## src/rtl/swap_pkg.sv

```systemverilog
package swap_pkg;
  typedef enum logic [1:0] {
    ST_IDLE        = 2'd0,
    ST_SCRUB_SAVE  = 2'd1,
    ST_WAIT_WINDOW = 2'd2,
    ST_GRANT       = 2'd3
  } swap_state_e;
endpackage

```

## src/rtl/swap_fsm.sv

```systemverilog
module swap_fsm
  import swap_pkg::*;
#(
  parameter int GRACE_CYCLES = 16,
  parameter int NUM_CTX      = 4,
  parameter int IDX_W        = (NUM_CTX > 1) ? $clog2(NUM_CTX) : 1
) (
  input  logic             clk,
  input  logic             rst,
  input  logic             swap_req,
  input  logic             release_req,
  input  logic             save_mode,
  output swap_state_e      state,
  output logic             word_fire,
  output logic [IDX_W-1:0] word_idx,
  output logic             mode_save,
  output logic             swap_grant
);
  localparam int CNT_W = $clog2(GRACE_CYCLES + 1);

  logic [CNT_W-1:0] win_cnt;
  logic             any_req;

  assign any_req   = swap_req | release_req;
  assign word_fire = (state == ST_SCRUB_SAVE);

  always_ff @(posedge clk) begin
    if (rst) begin
      state      <= ST_IDLE;
      win_cnt    <= '0;
      word_idx   <= '0;
      mode_save  <= 1'b0;
      swap_grant <= 1'b0;
    end else begin
      case (state)
        ST_IDLE: begin
          if (any_req) begin
            state     <= ST_SCRUB_SAVE;
            win_cnt   <= CNT_W'(1);
            word_idx  <= '0;
            mode_save <= save_mode;
          end
        end
        ST_SCRUB_SAVE: begin
          win_cnt  <= win_cnt + 1'b1;
          word_idx <= word_idx + 1'b1;
          if (word_idx == IDX_W'(NUM_CTX - 1)) state <= ST_WAIT_WINDOW;
        end
        ST_WAIT_WINDOW: begin
          win_cnt <= win_cnt + 1'b1;
          if (win_cnt == CNT_W'(GRACE_CYCLES)) begin
            swap_grant <= 1'b1;
            state      <= ST_GRANT;
          end
        end
        default: begin
          if (!any_req) begin
            swap_grant <= 1'b0;
            win_cnt    <= '0;
            state      <= ST_IDLE;
          end
        end
      endcase
    end
  end

  // grant never drops while a request line is still high
  p_grant_hold_r9: assert property (@(posedge clk) disable iff (rst)
    (swap_grant && any_req) |=> swap_grant);

  // grant is only reached from the end of the waiting window
  p_grant_after_window_r3: assert property (@(posedge clk) disable iff (rst)
    $rose(swap_grant) |-> ($past(state) == ST_WAIT_WINDOW));

  // captured mode stays fixed while a sequence runs
  p_mode_held_r11: assert property (@(posedge clk) disable iff (rst)
    ((state != ST_IDLE) && ($past(state) != ST_IDLE)) |-> $stable(mode_save));
endmodule

```

## src/rtl/ctx_regfile.sv

```systemverilog
module ctx_regfile #(
  parameter int NUM_CTX = 4,
  parameter int CTX_W   = 32,
  parameter int IDX_W   = (NUM_CTX > 1) ? $clog2(NUM_CTX) : 1
) (
  input  logic             clk,
  input  logic             rst,
  input  logic             access_ok,
  input  logic             wr_en,
  input  logic [IDX_W-1:0] wr_idx,
  input  logic [CTX_W-1:0] wr_data,
  input  logic             clr_en,
  input  logic [IDX_W-1:0] clr_idx,
  output logic [CTX_W-1:0] clr_word,
  input  logic [IDX_W-1:0] rd_idx,
  output logic [CTX_W-1:0] rd_data,
  output logic             all_zero
);
  logic [CTX_W-1:0] regs [NUM_CTX];

  for (genvar gi = 0; gi < NUM_CTX; gi++) begin : g_entry
    always_ff @(posedge clk) begin
      if (rst) begin
        regs[gi] <= '0;
      end else if (clr_en && (clr_idx == IDX_W'(gi))) begin
        regs[gi] <= '0;
      end else if (access_ok && wr_en && (wr_idx == IDX_W'(gi))) begin
        regs[gi] <= wr_data;
      end
    end
  end

  assign clr_word = regs[clr_idx];

  always_ff @(posedge clk) begin
    if (rst) rd_data <= '0;
    else     rd_data <= access_ok ? regs[rd_idx] : '0;
  end

  always_comb begin
    all_zero = 1'b1;
    for (int i = 0; i < NUM_CTX; i++) begin
      if (regs[i] != '0) all_zero = 1'b0;
    end
  end
endmodule

```

## src/rtl/ctx_cipher.sv

```systemverilog
module ctx_cipher #(
  parameter int              NUM_CTX = 4,
  parameter int              CTX_W   = 32,
  parameter logic [CTX_W-1:0] CTX_KEY = 32'hA5C3_1E97,
  parameter int              IDX_W   = (NUM_CTX > 1) ? $clog2(NUM_CTX) : 1
) (
  input  logic             clk,
  input  logic             rst,
  input  logic             fire,
  input  logic             save,
  input  logic [IDX_W-1:0] idx,
  input  logic [CTX_W-1:0] plain,
  output logic [CTX_W-1:0] ctx_out,
  output logic             ctx_valid
);
  logic [CTX_W-1:0] key_tab [NUM_CTX];

  for (genvar gk = 0; gk < NUM_CTX; gk++) begin : g_key
    if (gk == 0) begin : g_plain_key
      assign key_tab[gk] = CTX_KEY;
    end else begin : g_rot_key
      assign key_tab[gk] = (CTX_KEY << gk) | (CTX_KEY >> (CTX_W - gk));
    end
  end

  always_ff @(posedge clk) begin
    if (rst) begin
      ctx_out   <= '0;
      ctx_valid <= 1'b0;
    end else if (fire && save) begin
      ctx_out   <= plain ^ key_tab[idx];
      ctx_valid <= 1'b1;
    end else begin
      ctx_out   <= '0;
      ctx_valid <= 1'b0;
    end
  end
endmodule

```

## src/rtl/task_swap_ctrl.sv

```systemverilog
module task_swap_ctrl
  import swap_pkg::*;
#(
  parameter int               NUM_CTX      = 4,
  parameter int               CTX_W        = 32,
  parameter int               GRACE_CYCLES = 16,
  parameter logic [CTX_W-1:0] CTX_KEY      = 32'hA5C3_1E97,
  parameter int               IDX_W        = (NUM_CTX > 1) ? $clog2(NUM_CTX) : 1
) (
  input  logic             clk,
  input  logic             rst,
  input  logic             swap_req,
  input  logic             release_req,
  input  logic             save_mode,
  input  logic             ctx_wr_en,
  input  logic [IDX_W-1:0] ctx_wr_idx,
  input  logic [CTX_W-1:0] ctx_wr_data,
  input  logic [IDX_W-1:0] ctx_rd_idx,
  output logic [CTX_W-1:0] ctx_rd_data,
  output logic             swap_grant,
  output logic [CTX_W-1:0] ctx_out,
  output logic             ctx_valid
);
  swap_state_e      state;
  logic             word_fire;
  logic [IDX_W-1:0] word_idx;
  logic             mode_save;
  logic [CTX_W-1:0] clr_word;
  logic             all_zero;
  logic             is_idle;

  assign is_idle = (state == ST_IDLE);

  swap_fsm #(
    .GRACE_CYCLES(GRACE_CYCLES),
    .NUM_CTX     (NUM_CTX),
    .IDX_W       (IDX_W)
  ) u_fsm (
    .clk        (clk),
    .rst        (rst),
    .swap_req   (swap_req),
    .release_req(release_req),
    .save_mode  (save_mode),
    .state      (state),
    .word_fire  (word_fire),
    .word_idx   (word_idx),
    .mode_save  (mode_save),
    .swap_grant (swap_grant)
  );

  ctx_regfile #(
    .NUM_CTX(NUM_CTX),
    .CTX_W  (CTX_W),
    .IDX_W  (IDX_W)
  ) u_regs (
    .clk      (clk),
    .rst      (rst),
    .access_ok(is_idle),
    .wr_en    (ctx_wr_en),
    .wr_idx   (ctx_wr_idx),
    .wr_data  (ctx_wr_data),
    .clr_en   (word_fire),
    .clr_idx  (word_idx),
    .clr_word (clr_word),
    .rd_idx   (ctx_rd_idx),
    .rd_data  (ctx_rd_data),
    .all_zero (all_zero)
  );

  ctx_cipher #(
    .NUM_CTX(NUM_CTX),
    .CTX_W  (CTX_W),
    .CTX_KEY(CTX_KEY),
    .IDX_W  (IDX_W)
  ) u_cipher (
    .clk      (clk),
    .rst      (rst),
    .fire     (word_fire),
    .save     (mode_save),
    .idx      (word_idx),
    .plain    (clr_word),
    .ctx_out  (ctx_out),
    .ctx_valid(ctx_valid)
  );

  // export only happens inside the grace window
  p_export_in_window_r4: assert property (@(posedge clk) disable iff (rst)
    ctx_valid |-> !swap_grant);

  // the bank is empty when the grant rises
  p_clean_at_grant_r6: assert property (@(posedge clk) disable iff (rst)
    $rose(swap_grant) |-> all_zero);

  // read port is blanked during a sequence
  p_rd_blank_r10: assert property (@(posedge clk) disable iff (rst)
    !is_idle |=> (ctx_rd_data == '0));
endmodule

```

## config.mk

```make
export PLATFORM = sky130hd
export DESIGN_NAME = task_swap_ctrl
export DESIGN_NICKNAME = d
export VERILOG_FILES = /design/src/rtl/swap_pkg.sv /design/src/rtl/swap_fsm.sv /design/src/rtl/ctx_regfile.sv /design/src/rtl/ctx_cipher.sv /design/src/rtl/task_swap_ctrl.sv
export SDC_FILE = /design/constraint.sdc
export NUM_CORES = 1
export LEC_CHECK = 0
export ABC_AREA = 1
export BUFFER_PORTS_ARGS = -buffer_cell sky130_fd_sc_hd__buf_2
export CAP_MARGIN = 40
export CORE_MARGIN = 2
export CORE_UTILIZATION = 55
export DETAILED_ROUTE_END_ITERATION = 6
export PLACE_DENSITY = 0.82
export SYNTH_ARGS = -nofsm -noshare
export SYNTH_HDL_FRONTEND = slang
export SYNTH_SLANG_ARGS = --single-unit
```

## constraint.sdc

```tcl
create_clock -name clk -period 6.65 [get_ports clk]
set_input_delay 0.665 -clock clk [delete_from_list [all_inputs] [get_ports clk]]
set_output_delay 0.665 -clock clk [all_outputs]
set_load 0.01 [all_outputs]
```

==> flow_metrics.env <==
export IMPL_vias=7595
export IMPL_cp_required_ps=6840
export IMPL_numClockSinks=206
export IMPL_clk_pin_slew_worst_paths_ps=60
export IMPL_synth_edf_count=128
export IMPL_grt_pass1_wl_um=36000
export IMPL_hp_class="in -> reg"
export IMPL_finClkSkew_ps=23.0
export IMPL_ys_async_sr_fraction_pct=0
export IMPL_synth_distinct_cells=32
export IMPL_track_usage_pct=25.3
export IMPL_pwr_share_seq_pct=43.0
export IMPL_place_congestion=0.853
export IMPL_drv_slew=0
export IMPL_grt_max_degree=59
export IMPL_post_route_min_period_ps=3500
export IMPL_place_area_um2=10000
export IMPL_final_antenna_net_count=0
export IMPL_syn_inst=1032
export IMPL_setup_violations=0
export IMPL_synth_seq_cells=206
export IMPL_numPortBuffers=107
export IMPL_hold_start="save_mode"
export IMPL_area_delta_synth_final_pct=13.1
export IMPL_crit_slowest_cell="nand2_1"
export IMPL_maxSlewHeadroom_pct=41.5
export IMPL_status="finished, final reports clean"
export IMPL_antenna_found_initial=2
export IMPL_seq_area_frac_synth_pct=56.7
export IMPL_pwr_share_comb_pct=23.2
export IMPL_ctsResizeCount=0
export IMPL_p_sw_share_pct=31.2
export IMPL_stdcell_area_um2=10800
export IMPL_path_class="reg -> reg"
export IMPL_dieHeight_um=136
export IMPL_cp_startpoint="u_fsm.word_idx[1]$_SDFFE_PP0N_"
export IMPL_first_global_vias=7038
export IMPL_crit_arrival_ps=3690
export IMPL_ir_drop_mv=0.299
export IMPL_clock_root_buffer="clkbuf_16"
export IMPL_insertion_delay_ps=520
export IMPL_firstDrtPassIters=6
export IMPL_final_period_utilization_pct=52.6
export IMPL_row_count=48
export IMPL_worstPathMaxFanout=33
export IMPL_ys_warn_count=0
export IMPL_instances_no_fill=1355
export IMPL_worst_slack_ps=3150
export IMPL_path_cells="inv_1 > ha_1 > a21oi_1 > nand3_2 > nand2_1 > buf_4"
export IMPL_p_int_mw=2.53
export IMPL_core_um2=17100
export IMPL_netSwitchingPower_mw=1.15
export IMPL_die_area_um2=18400
export IMPL_die_x_um=136
export IMPL_start_util_pct=55.7
export IMPL_tightest_slew_ps=875
export IMPL_p_per_area_nw_per_um2=342
export IMPL_drt_initial_drc_count=783
export IMPL_fin_nets=1168
export IMPL_netlist_top_cells_count="nand2_1, nor2_1, a21oi_1, edfxtp_1, inv_1"
export IMPL_synth_main_ff_cell="edfxtp_1"
export IMPL_cts_tree="done"
export IMPL_hold_ws_ps=433
export IMPL_fmax_mhz=286
export IMPL_hold_viol_final=0
export IMPL_dp_hpwl_um=15000
export IMPL_synth_area_um2=9530
export IMPL_finalWirelength_um=23300
export IMPL_dp_slack_ps=3250
export IMPL_p_clk_share_pct=33.8
export IMPL_drive_above_1_share_pct=17.5
export IMPL_numCtsBuffers=22
export IMPL_yosysTopAreaCell="edfxtp_1"
export IMPL_overflow=0
export IMPL_vias_per_cell=5.61
export IMPL_dp_cells=1315
export IMPL_ctsLongestPathBuffers=3
export IMPL_cts_setup_buffers=0
export IMPL_rsz0062_at_grt="no"
export IMPL_p_total_mw=3.68
export IMPL_synthesis_nets=1086
export IMPL_maxCapViolCount=0
export IMPL_synthTopCellsByArea="edfxtp_1, dfxtp_1, a21oi_1"
export IMPL_r2r_start="u_fsm.word_idx[1]$_SDFFE_PP0N_"
export IMPL_final_util_pct=63.0
export IMPL_cp_start_kind="register"
export IMPL_r2r_slack_ps=3150
export IMPL_syn_area_per_cell_um2=9.23
export IMPL_crit_path_end_kind="register"
export IMPL_netlist_area_leader_share_pct=40.3
export IMPL_setup_tns_ps=0
export IMPL_cts_htree_levels=1
export IMPL_drc=0
export IMPL_max_stage_delay_ps=940
export IMPL_cts_hold_buf=0
export IMPL_synth_most_common_cell="nand2_1"
export IMPL_wire_per_inst_um=17.2
export IMPL_io_pins=108
export IMPL_p_leak_nw=4.75
## layer usage
| metal | part of all wire, % | up-vias | track usage [%] | routed length [µm] |
|---|---|---|---|---|
| met3 | 9.0 | 49 | 5.27 | 2110 |
| met4 | 2.8 | 2 | 10.1 | 646 |
| met2 | 49 | 364 | 43.1 | 11500 |
| met5 | 0.030 | - | 0 | 7 |
| li1 | - | 3620 | - | - |
| met1 | 39 | 3560 | 31.4 | 9060 |
## power groups by stage
stage / clock network (mW) / logic [mW] / registers [mW]
after CTS: 1.25 / 0.845 / 1.58
final: 1.24 / 0.855 / 1.59
after detailed placement: 0 / 0.836 / 1.61
after floorplan: 0 / 0.609 / 1.62
after global placement: 0 / 0.795 / 1.61
after global routing: 1.30 / 0.955 / 1.60
## state kept, by name, indices dropped and copies added, names as in the netlist, named ones only
signal	flops
u_regs.regs	128
u_fsm.state	2
u_regs.rd_data	32
u_fsm.word_idx	2
u_fsm.win_cnt	5
u_fsm.swap_grant	1
u_cipher.ctx_out	32
u_fsm.mode_save	1
u_cipher.ctx_valid	1
## final cells by class
| type | count | area (µm²) |
|---|---|---|
| diodes | 1 | 2.50 |
| inverters | 128 | 483 |
| clock inverters | 9 | 96.3 |
| repair buffers | 118 | 656 |
| multi-input cells | 638 | 3210 |
| fillers | 1341 | 6340 |
| clock buffers | 30 | 642 |
| flip-flops and latches | 206 | 5410 |
| well taps | 225 | 282 |
## placed cells by master, fill, tap and decap left out, drive strengths merged
cell type	netlist	layout
nand2	161	161
nor2	156	156
a21oi	132	132
edfxtp	128	128
inv	127	128
buf	50	118
dfxtp	78	78
o21ai	72	72
o211ai	60	60
nand3	36	36
clkbuf	10	30
ha	12	12
clkinv	1	7
nand4	4	4
nor3	3	3
bufinv	0	2
diode	0	1
o21bai	1	1
a211oi	1	1
## kinds of logic after synthesis
kind of cell / after synthesis / share of synthesized area, %
AO/OA/AOI/OAI: 266 / 16.1
flip-flops: 206 / 56.7
AND/OR/NAND/NOR: 360 / 16.0
adder cells (fa/ha/maj): 12 / 1.58
buffers and inverters: 188 / 9.61
## worst max-delay path: cells and delay by family (launching register included)
kind	cells	cell delay (ps)
buffers and inverters	2	590
DFF	1	510
adders and majority gates	1	280
AOI/OAI and AO/OA	1	240
and+or+nand+nor	2	1540
## final timing paths
path	end	cells after the start
worst max-delay path	u_regs.regs[0][5]$_SDFFCE_PN0P_	6
worst min register to register	u_fsm.swap_grant$_SDFFE_PP0P_	2
worst min-delay path	u_fsm.mode_save$_SDFFE_PP0P_	3
worst max register to register	u_regs.regs[0][5]$_SDFFCE_PN0P_	6
Note: power is estimated with default switching activity, not from simulation.
